## src/rtl/burst_col_pkg.sv

```systemverilog
// Package: types and length-code constants shared by the burst column sequencer.
// Assumes: at most 8 beats for a finite burst, so the length exponent fits 2 bits.
package burst_col_pkg;

    localparam logic [2:0] LEN_ONE   = 3'b000;
    localparam logic [2:0] LEN_TWO   = 3'b001;
    localparam logic [2:0] LEN_FOUR  = 3'b010;
    localparam logic [2:0] LEN_EIGHT = 3'b011;
    localparam logic [2:0] LEN_PAGE  = 3'b111;

    // Burst mode as captured at a start
    typedef struct packed {
        logic [1:0] len_log;  // log2 of the finite length
        logic       full;     // whole-page burst
        logic       ilv;      // XOR ordering
    } burst_mode_t;

endpackage

```

## src/rtl/burst_mode_decode.sv

```systemverilog
// Module: turns the raw length code and ordering select into a burst mode.
// Assumes: reserved codes, and page length combined with XOR ordering,
// fall back to a single beat.
module burst_mode_decode
    import burst_col_pkg::*;
(
    input  logic [2:0]  len_code,
    input  logic        ilv_sel,
    output burst_mode_t mode
);

    // Purpose: map code to exponent / page flag, with the fallback to length 1
    always_comb begin
        mode.len_log = 2'd0;
        mode.full    = 1'b0;
        mode.ilv     = ilv_sel;
        case (len_code)
            LEN_ONE:   mode.len_log = 2'd0;
            LEN_TWO:   mode.len_log = 2'd1;
            LEN_FOUR:  mode.len_log = 2'd2;
            LEN_EIGHT: mode.len_log = 2'd3;
            LEN_PAGE:  mode.full    = !ilv_sel;
            default:   mode.len_log = 2'd0;
        endcase
    end

endmodule

```

## src/rtl/burst_seq_ctrl.sv

```systemverilog
// Module: burst state holder. Captures column and mode on a start, counts
// beats, ends a burst on its last beat or on a stop, and freezes when cke is low.
// Assumes: start outranks stop; beat index wraps at 2^COL_W in page mode.
module burst_seq_ctrl
    import burst_col_pkg::*;
#(
    parameter int COL_W = 8
) (
    input  logic             clk,
    input  logic             rst_n,
    input  logic             cke,
    input  logic             start,
    input  logic             stop,
    input  logic [COL_W-1:0] start_col,
    input  burst_mode_t      mode_in,
    output logic             active,
    output logic             first,
    output logic             is_last,
    output logic [COL_W-1:0] base_col,
    output logic [COL_W-1:0] beat,
    output burst_mode_t      mode_q
);

    localparam logic [COL_W-1:0] ONE = {{(COL_W-1){1'b0}}, 1'b1};

    logic [COL_W-1:0] beat_max;

    // Purpose: index of the final beat for the captured finite length
    always_comb beat_max = (ONE << mode_q.len_log) - ONE;

    // Purpose: flag the final beat of a finite burst
    always_comb is_last = active && !mode_q.full && (beat == beat_max);

    // Purpose: burst state update, gated by cke
    always_ff @(posedge clk) begin
        if (!rst_n) begin
            active   <= 1'b0;
            first    <= 1'b0;
            beat     <= '0;
            base_col <= '0;
            mode_q   <= '0;
        end else if (cke) begin
            if (start) begin
                active   <= 1'b1;
                first    <= 1'b1;
                beat     <= '0;
                base_col <= start_col;
                mode_q   <= mode_in;
            end else if (stop) begin
                active <= 1'b0;
                first  <= 1'b0;
            end else if (active) begin
                first <= 1'b0;
                if (is_last) active <= 1'b0;
                else         beat   <= beat + ONE;
            end
        end
    end

    AST_STOP_CLEARS: assert property (@(posedge clk) disable iff (!rst_n)
        cke && stop && !start |=> !active);

    AST_FIRST_NEEDS_ACTIVE: assert property (@(posedge clk) disable iff (!rst_n)
        first |-> active);

endmodule

```

## src/rtl/burst_addr_map.sv

```systemverilog
// Module: forms the column address from the start column, the beat index and
// the mode. Low bits under the length mask count upward or XOR; bits above stay fixed.
// Assumes: beat stays below the finite length; page mode uses every bit.
module burst_addr_map
    import burst_col_pkg::*;
#(
    parameter int COL_W = 8
) (
    input  logic [COL_W-1:0] base_col,
    input  logic [COL_W-1:0] beat,
    input  burst_mode_t      mode,
    output logic [COL_W-1:0] col
);

    localparam logic [COL_W-1:0] ONE = {{(COL_W-1){1'b0}}, 1'b1};

    logic [COL_W-1:0] mask;
    logic [COL_W-1:0] low_seq;
    logic [COL_W-1:0] low_ilv;

    // Purpose: select the wrapping field width
    always_comb mask = mode.full ? '1 : ((ONE << mode.len_log) - ONE);

    // Purpose: compute both orderings and keep the bits above the field
    always_comb begin
        low_seq = (base_col + beat) & mask;
        low_ilv = (base_col ^ beat) & mask;
        col     = (base_col & ~mask) | (mode.ilv ? low_ilv : low_seq);
    end

endmodule

```

## src/rtl/burst_col_gen.sv

```systemverilog
// Module: top of the burst column sequencer. Decodes the mode, holds the
// burst state and maps each beat to a column address.
// Assumes: outputs follow the registered state; a start is seen one cycle later.
module burst_col_gen
    import burst_col_pkg::*;
#(
    parameter int COL_W = 8
) (
    input  logic             clk,
    input  logic             rst_n,
    input  logic             cke,
    input  logic             start,
    input  logic [COL_W-1:0] start_col,
    input  logic [2:0]       len_code,
    input  logic             ilv_sel,
    input  logic             stop,
    output logic [COL_W-1:0] col_out,
    output logic             col_valid,
    output logic             col_first,
    output logic             col_last
);

    burst_mode_t      mode_d;
    burst_mode_t      mode_q;
    logic [COL_W-1:0] base_col;
    logic [COL_W-1:0] beat;

    burst_mode_decode dec_i (
        .len_code (len_code),
        .ilv_sel  (ilv_sel),
        .mode     (mode_d)
    );

    burst_seq_ctrl #(.COL_W(COL_W)) ctrl_i (
        .clk       (clk),
        .rst_n     (rst_n),
        .cke       (cke),
        .start     (start),
        .stop      (stop),
        .start_col (start_col),
        .mode_in   (mode_d),
        .active    (col_valid),
        .first     (col_first),
        .is_last   (col_last),
        .base_col  (base_col),
        .beat      (beat),
        .mode_q    (mode_q)
    );

    burst_addr_map #(.COL_W(COL_W)) map_i (
        .base_col (base_col),
        .beat     (beat),
        .mode     (mode_q),
        .col      (col_out)
    );

    AST_START_LOADS: assert property (@(posedge clk) disable iff (!rst_n)
        cke && start |=> col_valid && col_first && col_out == $past(start_col));

    AST_SUSPEND_HOLDS: assert property (@(posedge clk) disable iff (!rst_n)
        !cke |=> $stable(col_out) && $stable(col_valid) && $stable(col_last));

    AST_LAST_NEEDS_VALID: assert property (@(posedge clk) disable iff (!rst_n)
        col_last |-> col_valid);

    AST_PAGE_NO_LAST: assert property (@(posedge clk) disable iff (!rst_n)
        mode_q.full |-> !col_last);

endmodule

```

## config.mk

```make
export PLATFORM = sky130hd
export DESIGN_NAME = burst_col_gen
export DESIGN_NICKNAME = d
export VERILOG_FILES = /design/src/rtl/burst_col_pkg.sv /design/src/rtl/burst_mode_decode.sv /design/src/rtl/burst_seq_ctrl.sv /design/src/rtl/burst_addr_map.sv /design/src/rtl/burst_col_gen.sv
export SDC_FILE = /design/constraint.sdc
export NUM_CORES = 1
export LEC_CHECK = 0
export BUFFER_PORTS_ARGS = -buffer_cell sky130_fd_sc_hd__buf_4
export CAP_MARGIN = 20
export CORE_UTILIZATION = 25
export CTS_CLUSTER_DIAMETER = 50
export DETAILED_ROUTE_END_ITERATION = 10
export PLACE_DENSITY = 0.4
export SLEW_MARGIN = 10
export SYNTH_ARGS = -nofsm -noshare
export SYNTH_HDL_FRONTEND = slang
export SYNTH_SLANG_ARGS = --single-unit
```

## constraint.sdc

```tcl
create_clock -name clk -period 6.1 [get_ports clk]
set_input_delay 0.305 -clock clk [delete_from_list [all_inputs] [get_ports clk]]
set_output_delay 0.305 -clock clk [all_outputs]
set_load 0.01 [all_outputs]
```

==> results of run 1 <==
-- cells in the final DEF, fill, tap and decap left out, types with 2 or more instances in the layout --
master / count
o21ai_0: 12
clkbuf_8: 3
ha_1: 10
and3_1: 3
buf_4: 27
xor2_1: 3
xnor2_1: 8
a21oi_1: 9
nor2_1: 14
nand3_1: 7
mux2_2: 2
nand3b_1: 3
and2_1: 2
o211ai_1: 4
dfxtp_1: 22
a21o_1: 2
nand2_1: 29
nor2b_1: 4
mux2i_1: 2
inv_1: 11
and3_2: 2
a21boi_0: 13
or4_1: 5
-- worst max-delay path, stage by stage (launching register included) --
cell      delay, ns
dfxtp_1        0.42
ha_1           0.22
inv_1          0.06
fa_1           0.38
nor2b_1        0.12
o21ai_0        0.10
a21boi_0       0.18
o21ai_0        0.11
or4_1          0.40
nand3_1        0.09
buf_4          0.12
-- layout make-up --
type | count | area [um^2] | area share (%)
inverter | 11 | 41.3 | 2.16
timing repair buffer | 27 | 203 | 10.6
sequential | 22 | 440 | 23.1
clock buffer | 3 | 41.3 | 2.16
tap | 75 | 93.8 | 4.92
multi-input combinational | 156 | 1060 | 55.5
clock inverter | 1 | 30.0 | 1.57
-- power by group through the flow --
stage          registers (mW)  logic [mW]  clock network [mW]
6_report                0.152      0.0514               0.139
5_1_grt                 0.153      0.0577               0.151
4_1_cts                 0.152      0.0524               0.144
3_5_place_dp            0.156      0.0521                   0
3_3_place_gp            0.156      0.0523                   0
2_1_floorplan           0.154      0.0309                   0
-- flip-flops by register name, summed over array words and instances (netlist names) --
name / count
ctrl_i.base_col: 8
ctrl_i.mode_q: 4
ctrl_i.first: 1
ctrl_i.active: 1
ctrl_i.beat: 8
-- how the worst min path moves through the flow --
stage,slack [ns],startpoint,end
finish,0.28,start_col[7],ctrl_i.base_col[7]
global route,0.29,start_col[7],ctrl_i.base_col[7]
detailed placement,0.47,ctrl_i.base_col[7],ctrl_i.base_col[7]
CTS,0.28,start_col[7],ctrl_i.base_col[7]
floorplan,0.45,start_col[4],ctrl_i.base_col[4]
global placement,0.47,ctrl_i.base_col[7],ctrl_i.base_col[7]
-- per-layer routing --
layer | part of all wire [%] | vias to the layer above | track usage, %
met5 | 0 | - | 0
met1 | 52 | 640 | 18.8
met3 | 2.2 | 5 | 1.80
met2 | 45 | 17 | 23.1
li1 | - | 741 | -
met4 | 0.99 | 0 | 3.75
-- cells by family after synthesis --
| family | after synthesis | synth area share, % |
|---|---|---|
| flip-flops | 22 | 28.0 |
| buffers and inverters | 19 | 4.62 |
| adder cells (fa/ha/maj) | 11 | 9.24 |
| multiplexers | 4 | 2.71 |
| AO/OA/AOI/OAI | 50 | 22.7 |
| XOR/XNOR | 11 | 6.13 |
| AND/OR/NAND/NOR | 80 | 26.6 |
-- through the flow --
step / power, mW / cell area, um^2 / hold slack, ns / cells / util [%]
6_report: 0.342 / 1910 / 0.283 / 295 / 31.9
5_1_grt: 0.362 / 1910 / 0.288 / 295 / 31.9
4_1_cts: 0.349 / 1910 / 0.283 / 295 / 31.9
3_5_place_dp: 0.208 / 1840 / 0.474 / 291 / 30.7
3_3_place_gp: 0.208 / 1840 / 0.468 / 291 / 30.7
2_1_floorplan: 0.185 / 1570 / 0.450 / 197 / -
==> metrics, run 1 <==
core box area 5990 um^2; clk buf depth 2; Setup crit end col_out[6]; ranking of synthesized cells by area dfxtp_1, ha_1, nand2_1, a21boi_0, xnor2_1; pre-CTS setup slack 3.61 ns; Final nets 249; Clk Latency, worst-skew pair 0.27 ns; RR Startpoint ctrl_i.mode_q[3]; total CTS buffers 3; Power Internal 261 uW; IO Port Bufs 27; Vias/cell 4.76; Peak supply drop 67.0 uV; Psw 81.3 uW; Via Count 1,403; Slew HR 53.5%; Synthesized Nets 225; crit path kind reg2out; clk_skew 0.00573 ns; Crit. Startpoint ctrl_i.beat[0]; fraction of registers with async set/reset 0%; f_max 362 MHz; Initial DRC Count 29; post-cts gate resize count 0; switching share of power 23.8%; Setup TNS Final 0 ns; status complete, no violations; flop2flop setup slack 3.61 ns; EDFF count, synth 0; TritonCTS clock tree yes; worst slew pin tran 0.696 ns; CP max FO 6; Post-CTS Setup Bufs 0; RSZ-0062 raised after global routing false; initial antenna violation count 0; Critical Path RT 5.79 ns; final hold vios 0; vias in the first global route 1,424; total wire length 4.06 mm; Die H 81.3 um; Arr. time, crit path 2.46 ns; number of distinct library cells after synthesis 45; gr usage total 13.9%; reg2reg path depth 9; post-synth top area cell dfxtp_1; most frequent cell after synthesis nand2_1; #FFs+latches synth 22; Seq/Total Area, Yosys 28.0%; fill count 650; Mean Syn Cell Area 7.98 um^2; commonest cells in the netlist nand2_1, dfxtp_1, nor2_1; Final ANT Viol Nets 0; synth warn 0; cts hold-fix bufs 0; top cell type's share of synthesized area 28.0%; clock power share 40.5%; P_leak 0.781 nW; r2r endpoint ctrl_i.beat[4]; row cnt 28; first-pass GRT wire length 6.98 mm; drc violations 0; Cells after Synth 197; Final Critical Period 2.76 ns; layout cell share with drive strength beyond 1 19.1%; Initial Utilization 26.2%; Detailed Routing Iterations Pass 1 4; worst min path class in2reg; fin. max-slew vios 0; combinational fraction of design power 15.0%; Final setup violation count 0; placer congestion estimate 0.729; Final period util 45.3%; number of max-cap violations 0; htree depth 1; die area 6610 um^2; IO Pins 28; Worst-path clk slew 0.09 ns; Antenna Diode Count 0; Die Width 81.3 um; Root Driver clkbuf_8; CP Launch Type register; TritonCTS sink count 22; Hold Path Cell Cnt 3; pwr/cell area 179 nW/um^2; fin worst setup slack 3.34 ns; area of the mapped netlist 1570 um^2; Layout area overhead 21.4%; Congestion Overflow GR 0; pin count of the biggest net entering global routing 25; top_reg_cell synth dfxtp_1; DP HPWL 3.12 mm; Flop pwr share 44.5%; WL/cell 13.8 um; endpoint class of the critical path output port
No activity file was read; power rests on OpenSTA's default activity.
==> run 2: changes to the inputs <==
--- a/config.mk
+++ b/config.mk
@@ -5,12 +5,13 @@
 export SDC_FILE = /design/constraint.sdc
 export NUM_CORES = 1
 export LEC_CHECK = 0
+export ABC_AREA = 1
 export BUFFER_PORTS_ARGS = -buffer_cell sky130_fd_sc_hd__buf_4
 export CAP_MARGIN = 20
 export CORE_UTILIZATION = 25
 export CTS_CLUSTER_DIAMETER = 50
 export DETAILED_ROUTE_END_ITERATION = 10
-export PLACE_DENSITY = 0.4
+export PLACE_DENSITY = 0.42
 export SLEW_MARGIN = 10
 export SYNTH_ARGS = -nofsm -noshare
 export SYNTH_HDL_FRONTEND = slang
==> constraint.sdc (replaced) <==
create_clock -name clk -period 2.4 [get_ports clk]
set_input_delay 0.12 -clock clk [delete_from_list [all_inputs] [get_ports clk]]
set_output_delay 0.12 -clock clk [all_outputs]
set_load 0.01 [all_outputs]
==> metrics, run 2 <==
Slew HR 62.8% (was 53.5%); Layout area overhead 22.1% (was 21.4%); CP Launch Type register (unchanged); top cell type's share of synthesized area 28.2% (was 28.0%); gr usage total 14.8% (was 13.9%); Synthesized Nets 276 (was 225); most frequent cell after synthesis nand2_1 (unchanged); Critical Path RT 2.28 ns (was 5.79 ns); crit path kind reg2out (unchanged); Inst Count DP 347 (was 291); Worst-path clk slew 0.09 ns (about the same); total CTS buffers 3 (unchanged); placer congestion estimate 0.799 (was 0.729); endpoint class of the critical path output port (unchanged); Die Width 81.1 um (was 81.3 um); RSZ-0062 raised after global routing false (unchanged); Post-CTS Setup Bufs 0 (unchanged); commonest cells in the netlist nand2_1, inv_1, nor2_1 (was nand2_1, dfxtp_1, nor2_1); core box area 5990 um^2 (unchanged); drc violations 0 (unchanged); TritonCTS sink count 22 (unchanged); Detailed Routing Iterations Pass 1 4 (unchanged); pin count of the biggest net entering global routing 29 (was 25); #FFs+latches synth 22 (unchanged); Top Registers ctrl_i.base_col (8), ctrl_i.beat (8), ctrl_i.mode_q (4) (unchanged); f_max 469 MHz; WL/cell 12.6 um (was 13.8 um); fraction of registers with async set/reset 0% (unchanged); Initial Utilization 26.1% (was 26.2%); Top Usage Layer GRT met2 (unchanged); EDFF count, synth 0 (unchanged); fin. max-slew vios 0 (unchanged); Arr. time, crit path 2.01 ns (was 2.46 ns); IO Pins 28 (unchanged); die area 6570 um^2 (was 6610 um^2); area of the mapped netlist 1560 um^2 (was 1570 um^2); Via Count 1,614 (was 1,403); most frequent cells in the layout nand2_1, inv_1, nor2_1, buf_4, a21oi_1 (was nand2_1, buf_4, dfxtp_1, nor2_1, a21boi_0); layout cell share with drive strength beyond 1 15.6% (was 19.1%); Final setup violation count 0 (unchanged); number of max-cap violations 0 (unchanged); fill count 677 (was 650); Peak supply drop 255 uV (was 67.0 uV); fin area 1910 um^2 (unchanged); grt met3 use 2.70% (was 1.80%); Congestion Overflow GR 0 (unchanged); Final nets 305 (was 249); top_reg_cell synth dfxtp_1 (unchanged); TritonCTS clock tree yes (unchanged); Seq/Total Area, Yosys 28.2% (was 28.0%); initial antenna violation count 0 (unchanged); Mean Syn Cell Area 6.30 um^2 (was 7.98 um^2); Final ANT Viol Nets 0 (unchanged); Antenna Diode Count 0 (unchanged); pwr/cell area 441 nW/um^2 (was 179 nW/um^2); worst min path class in2reg (unchanged); status complete, no violations (unchanged); first-pass GRT wire length 7.27 mm (was 6.98 mm); IO Port Bufs 27 (unchanged); clk_skew 0.00638 ns (was 0.00573 ns); cts hold-fix bufs 0 (unchanged); Vias/cell 4.60 (was 4.76); Final Power 841 uW (was 342 uW); routing usage on met2 23.9% (was 23.1%); final hold vios 0 (unchanged); area post-placement 1850 um^2 (was 1840 um^2); row cnt 28 (unchanged); Root Driver clkbuf_8 (unchanged); worst hold margin 0.104 ns (was 0.283 ns); total wire length 4.41 mm (was 4.06 mm); Final Critical Period 2.13 ns; global-route met1 utilization 20.5% (was 18.8%); DP HPWL 3.47 mm (was 3.12 mm); worst slew pin tran 0.556 ns (was 0.696 ns); Die H 81.1 um (was 81.3 um); htree depth 1 (unchanged); number of distinct library cells after synthesis 26 (was 45); P_leak 0.924 nW (was 0.781 nW); ranking of synthesized cells by area dfxtp_1, nand2_1, a21oi_1, ha_1, inv_1 (was dfxtp_1, ha_1, nand2_1, a21boi_0, xnor2_1); Initial DRC Count 66 (was 29); synth warn 0 (unchanged); Cells after Synth 248 (was 197); Clk Latency, worst-skew pair 0.27 ns (about the same); most common cell after layout, fill and taps aside nand2_1 (unchanged); Non-Filler Instances 351 (was 295); Setup TNS Final 0 ns (unchanged); vias in the first global route 1,484 (was 1,424); Final period util 88.9%; post-synth top area cell dfxtp_1 (unchanged); CP max FO 5 (was 6); clk buf depth 2 (unchanged)
==> run 2: cell families after synthesis <==
kind of cell               after synthesis  share of synthesized area, %
and+or+nand+nor                        123                          33.9
AOI/OAI and AO/OA                       47                          15.9
buffers and inverters                   40                          9.85
DFF                                     22                          28.2
adders and majority gates               11                          9.29
xor gates and xnor gates                 5                          2.80
==> run 2: critical path, cell delays in order, from the launching register on <==
cell,delay [ns]
dfxtp_2,0.39
ha_1,0.18
inv_1,0.05
fa_1,0.39
inv_1,0.09
nand3_1,0.07
a21oi_1,0.18
xnor2_1,0.15
o21ai_0,0.09
buf_4,0.16
==> run 2: area by class of cell <==
type / instances / area (um^2) / share of cell area (%)
sequential: 22 / 442 / 23.1
multi-input combinational: 186 / 968 / 50.8
tap: 75 / 93.8 / 4.92
timing repair buffer: 29 / 218 / 11.4
clock buffer: 4 / 55.1 / 2.89
inverter: 35 / 131 / 6.89
==> run 2: power by group <==
group	total [mW]	internal, mW	leakage, nW	switching, mW
sequential	0.393	0.380	0.180	0.0128
clock	0.278	0.147	0.0288	0.132
combinational	0.170	0.0730	0.715	0.0969
==> run 2: routing by layer <==
metal  vias up  share of wire (%)
met2        33                 45
met3         8                3.5
met4         0               0.70
met1       712                 51
met5         -                  0
li1        861                  -
==> run 2: path summary, 6_finish.rpt <==
kind,startpoint,to,slack [ns],cells after the start
max,ctrl_i.beat[0],col_out[4],0.27,9
min,start_col[5],ctrl_i.base_col[5],0.10,3
max reg2reg,ctrl_i.mode_q[3],ctrl_i.active,0.63,12
min reg2reg,ctrl_i.first,ctrl_i.first,0.47,2
==> run 2: metrics by stage <==
stage	utilization (%)	worst slack (ns)
2_1_floorplan	-	0.689
3_3_place_gp	30.9	0.515
5_1_grt	31.9	0.0257
3_5_place_dp	30.9	0.498
6_report	31.9	0.266
4_1_cts	31.8	0.191
==> run 2: what timing repair did <==
action,in CTS,in global routing
setup endpoints to repair,0,2
hold endpoints to repair,0,0
resized for setup,0,1
==> run 3: changes to the inputs <==
--- a/config.mk
+++ b/config.mk
@@ -11,7 +11,7 @@
 export CORE_UTILIZATION = 25
 export CTS_CLUSTER_DIAMETER = 50
 export DETAILED_ROUTE_END_ITERATION = 10
-export PLACE_DENSITY = 0.42
+export PLACE_DENSITY = 0.4
 export SLEW_MARGIN = 10
 export SYNTH_ARGS = -nofsm -noshare
 export SYNTH_HDL_FRONTEND = slang
==> constraint.sdc (replaced) <==
create_clock -name clk -period 2.5 [get_ports clk]
set_input_delay 0.125 -clock clk [delete_from_list [all_inputs] [get_ports clk]]
set_output_delay 0.125 -clock clk [all_outputs]
set_load 0.01 [all_outputs]
==> metrics, run 3 (synthesized netlist as in run 2, its figures left out) <==
status complete, no violations (unchanged); pin count of the biggest net entering global routing 29 (unchanged); Crit. Startpoint ctrl_i.beat[0] (unchanged); post-cts gate resize count 0 (unchanged); drc violations 0 (unchanged); Psw 231 uW (was 241 uW); Initial Utilization 26.1% (unchanged); Final Critical Period 2.21 ns; final hold vios 0 (unchanged); number of max-cap violations 0 (unchanged); CP Launch Type register (unchanged); WL/cell 12.3 um (was 12.6 um); Top Registers ctrl_i.base_col (8), ctrl_i.beat (8), ctrl_i.mode_q (4) (unchanged); IO Pins 28 (unchanged); combinational fraction of design power 18.4% (was 20.2%); Arr. time, crit path 2.08 ns (was 2.01 ns); most frequent cells in the layout nand2_1, inv_1, nor2_1, buf_4, a21oi_1 (unchanged); TritonCTS sink count 22 (unchanged); Antenna Diode Count 0 (unchanged); f_max 453 MHz; RSZ-0062 raised after global routing false (unchanged); Final ANT Viol Nets 0 (unchanged); placer congestion estimate 0.841 (was 0.799); Setup TNS Final 0 ns (unchanged); Slew HR 61.1% (was 62.8%); RR Startpoint ctrl_i.mode_q[3] (unchanged); P_leak 0.925 nW (was 0.924 nW); vias in the first global route 1,505 (was 1,484); Flop pwr share 42.9% (was 46.7%); row cnt 28 (unchanged); total wire length 4.29 mm (was 4.41 mm); layout cell share with drive strength beyond 1 14.9% (was 15.6%); Detailed Routing Iterations Pass 1 4 (unchanged); Initial DRC Count 74 (was 66); Final nets 304 (was 305); initial antenna violation count 0 (unchanged); CP max FO 5 (unchanged); TritonCTS clock tree yes (unchanged); Post-CTS Setup Bufs 0 (unchanged); post-route core utilization 32.0% (was 31.9%); cts hold-fix bufs 0 (unchanged); Worst-path clk slew 0.09 ns (about the same); Clk Latency, worst-skew pair 0.27 ns (about the same); Die Width 81.1 um (unchanged); clock power share 38.7% (was 33.1%); core box area 5990 um^2 (unchanged); DP HPWL 3.43 mm (was 3.47 mm); critical hold path startpoint start_col[5] (unchanged); crit path kind reg2out (unchanged); htree depth 1 (unchanged); worst slew pin tran 0.581 ns (was 0.556 ns); first-pass GRT wire length 7.18 mm (was 7.27 mm); Via Count 1,585 (was 1,614); Root Driver clkbuf_8 (unchanged); Power Internal 649 uW (was 599 uW); Critical Path RT 2.38 ns (was 2.28 ns); pwr/cell area 459 nW/um^2 (was 441 nW/um^2); total CTS buffers 3 (unchanged); Final period util 88.3%; Vias/cell 4.53 (was 4.60); gr usage total 14.6% (was 14.8%); clk_skew 0.00314 ns (was 0.00638 ns); Die H 81.1 um (unchanged); worst min path class in2reg (unchanged); endpoint class of the critical path output port (unchanged); clk buf depth 2 (unchanged); Congestion Overflow GR 0 (unchanged); IO Port Bufs 27 (unchanged); Peak supply drop 296 uV (was 255 uV); switching share of power 26.3% (was 28.7%); fin. max-slew vios 0 (unchanged); Layout area overhead 22.6% (was 22.1%); die area 6570 um^2 (unchanged); most common cell after layout, fill and taps aside nand2_1 (unchanged); Final setup violation count 0 (unchanged)
==> run 3: cell type report <==
cell class / count / area, um^2
fill: 664 / 4080
multi-input combinational: 186 / 968
sequential: 22 / 440
timing repair buffer: 28 / 210
inverter: 35 / 131
tap: 75 / 93.8
clock buffer: 3 / 41.3
clock inverter: 1 / 30.0
==> run 3: path summary, 6_finish.rpt <==
path | end | depth (start not counted) | slack (ns)
min reg2reg | ctrl_i.first | 2 | 0.47
max reg2reg | ctrl_i.active | 12 | 0.70
max | col_out[4] | 9 | 0.29
min | ctrl_i.base_col[5] | 3 | 0.11
==> run 3: critical path, cell delays in order (launching register included) <==
cell,delay (ns)
dfxtp_1,0.41
ha_1,0.21
inv_1,0.06
fa_1,0.38
inv_1,0.08
nand3_1,0.07
a21oi_1,0.21
xnor2_1,0.14
o21ai_0,0.09
buf_4,0.17
==> run 3: routing by layer <==
metal,vias up,global-route usage (%),part of all wire [%]
met5,-,0,0
met4,0,4.29,1.9
met3,7,2.13,4.4
met2,39,23.9,44
met1,679,19.7,50
li1,860,-,-
==> run 3: power by group through the flow <==
stage	logic, mW	clock network (mW)	registers (mW)
floorplan	0.0949	0	0.383
global placement	0.165	0	0.387
detailed placement	0.164	0	0.386
CTS	0.164	0.352	0.378
global route	0.183	0.370	0.381
finish	0.162	0.340	0.377
==> run 3: per-stage QoR <==
stage                     setup WS, ns  area (um^2)  total power [mW]  hold slack, ns  cells
after floorplan                  0.784         1560             0.478           0.286    248
after global placement           0.544         1840             0.552           0.390    346
after detailed placement         0.553         1840             0.550           0.399    346
after CTS                        0.245         1920             0.894           0.117    350
after global routing             0.127         1920             0.934           0.131    350
final                            0.292         1920             0.880           0.110    350
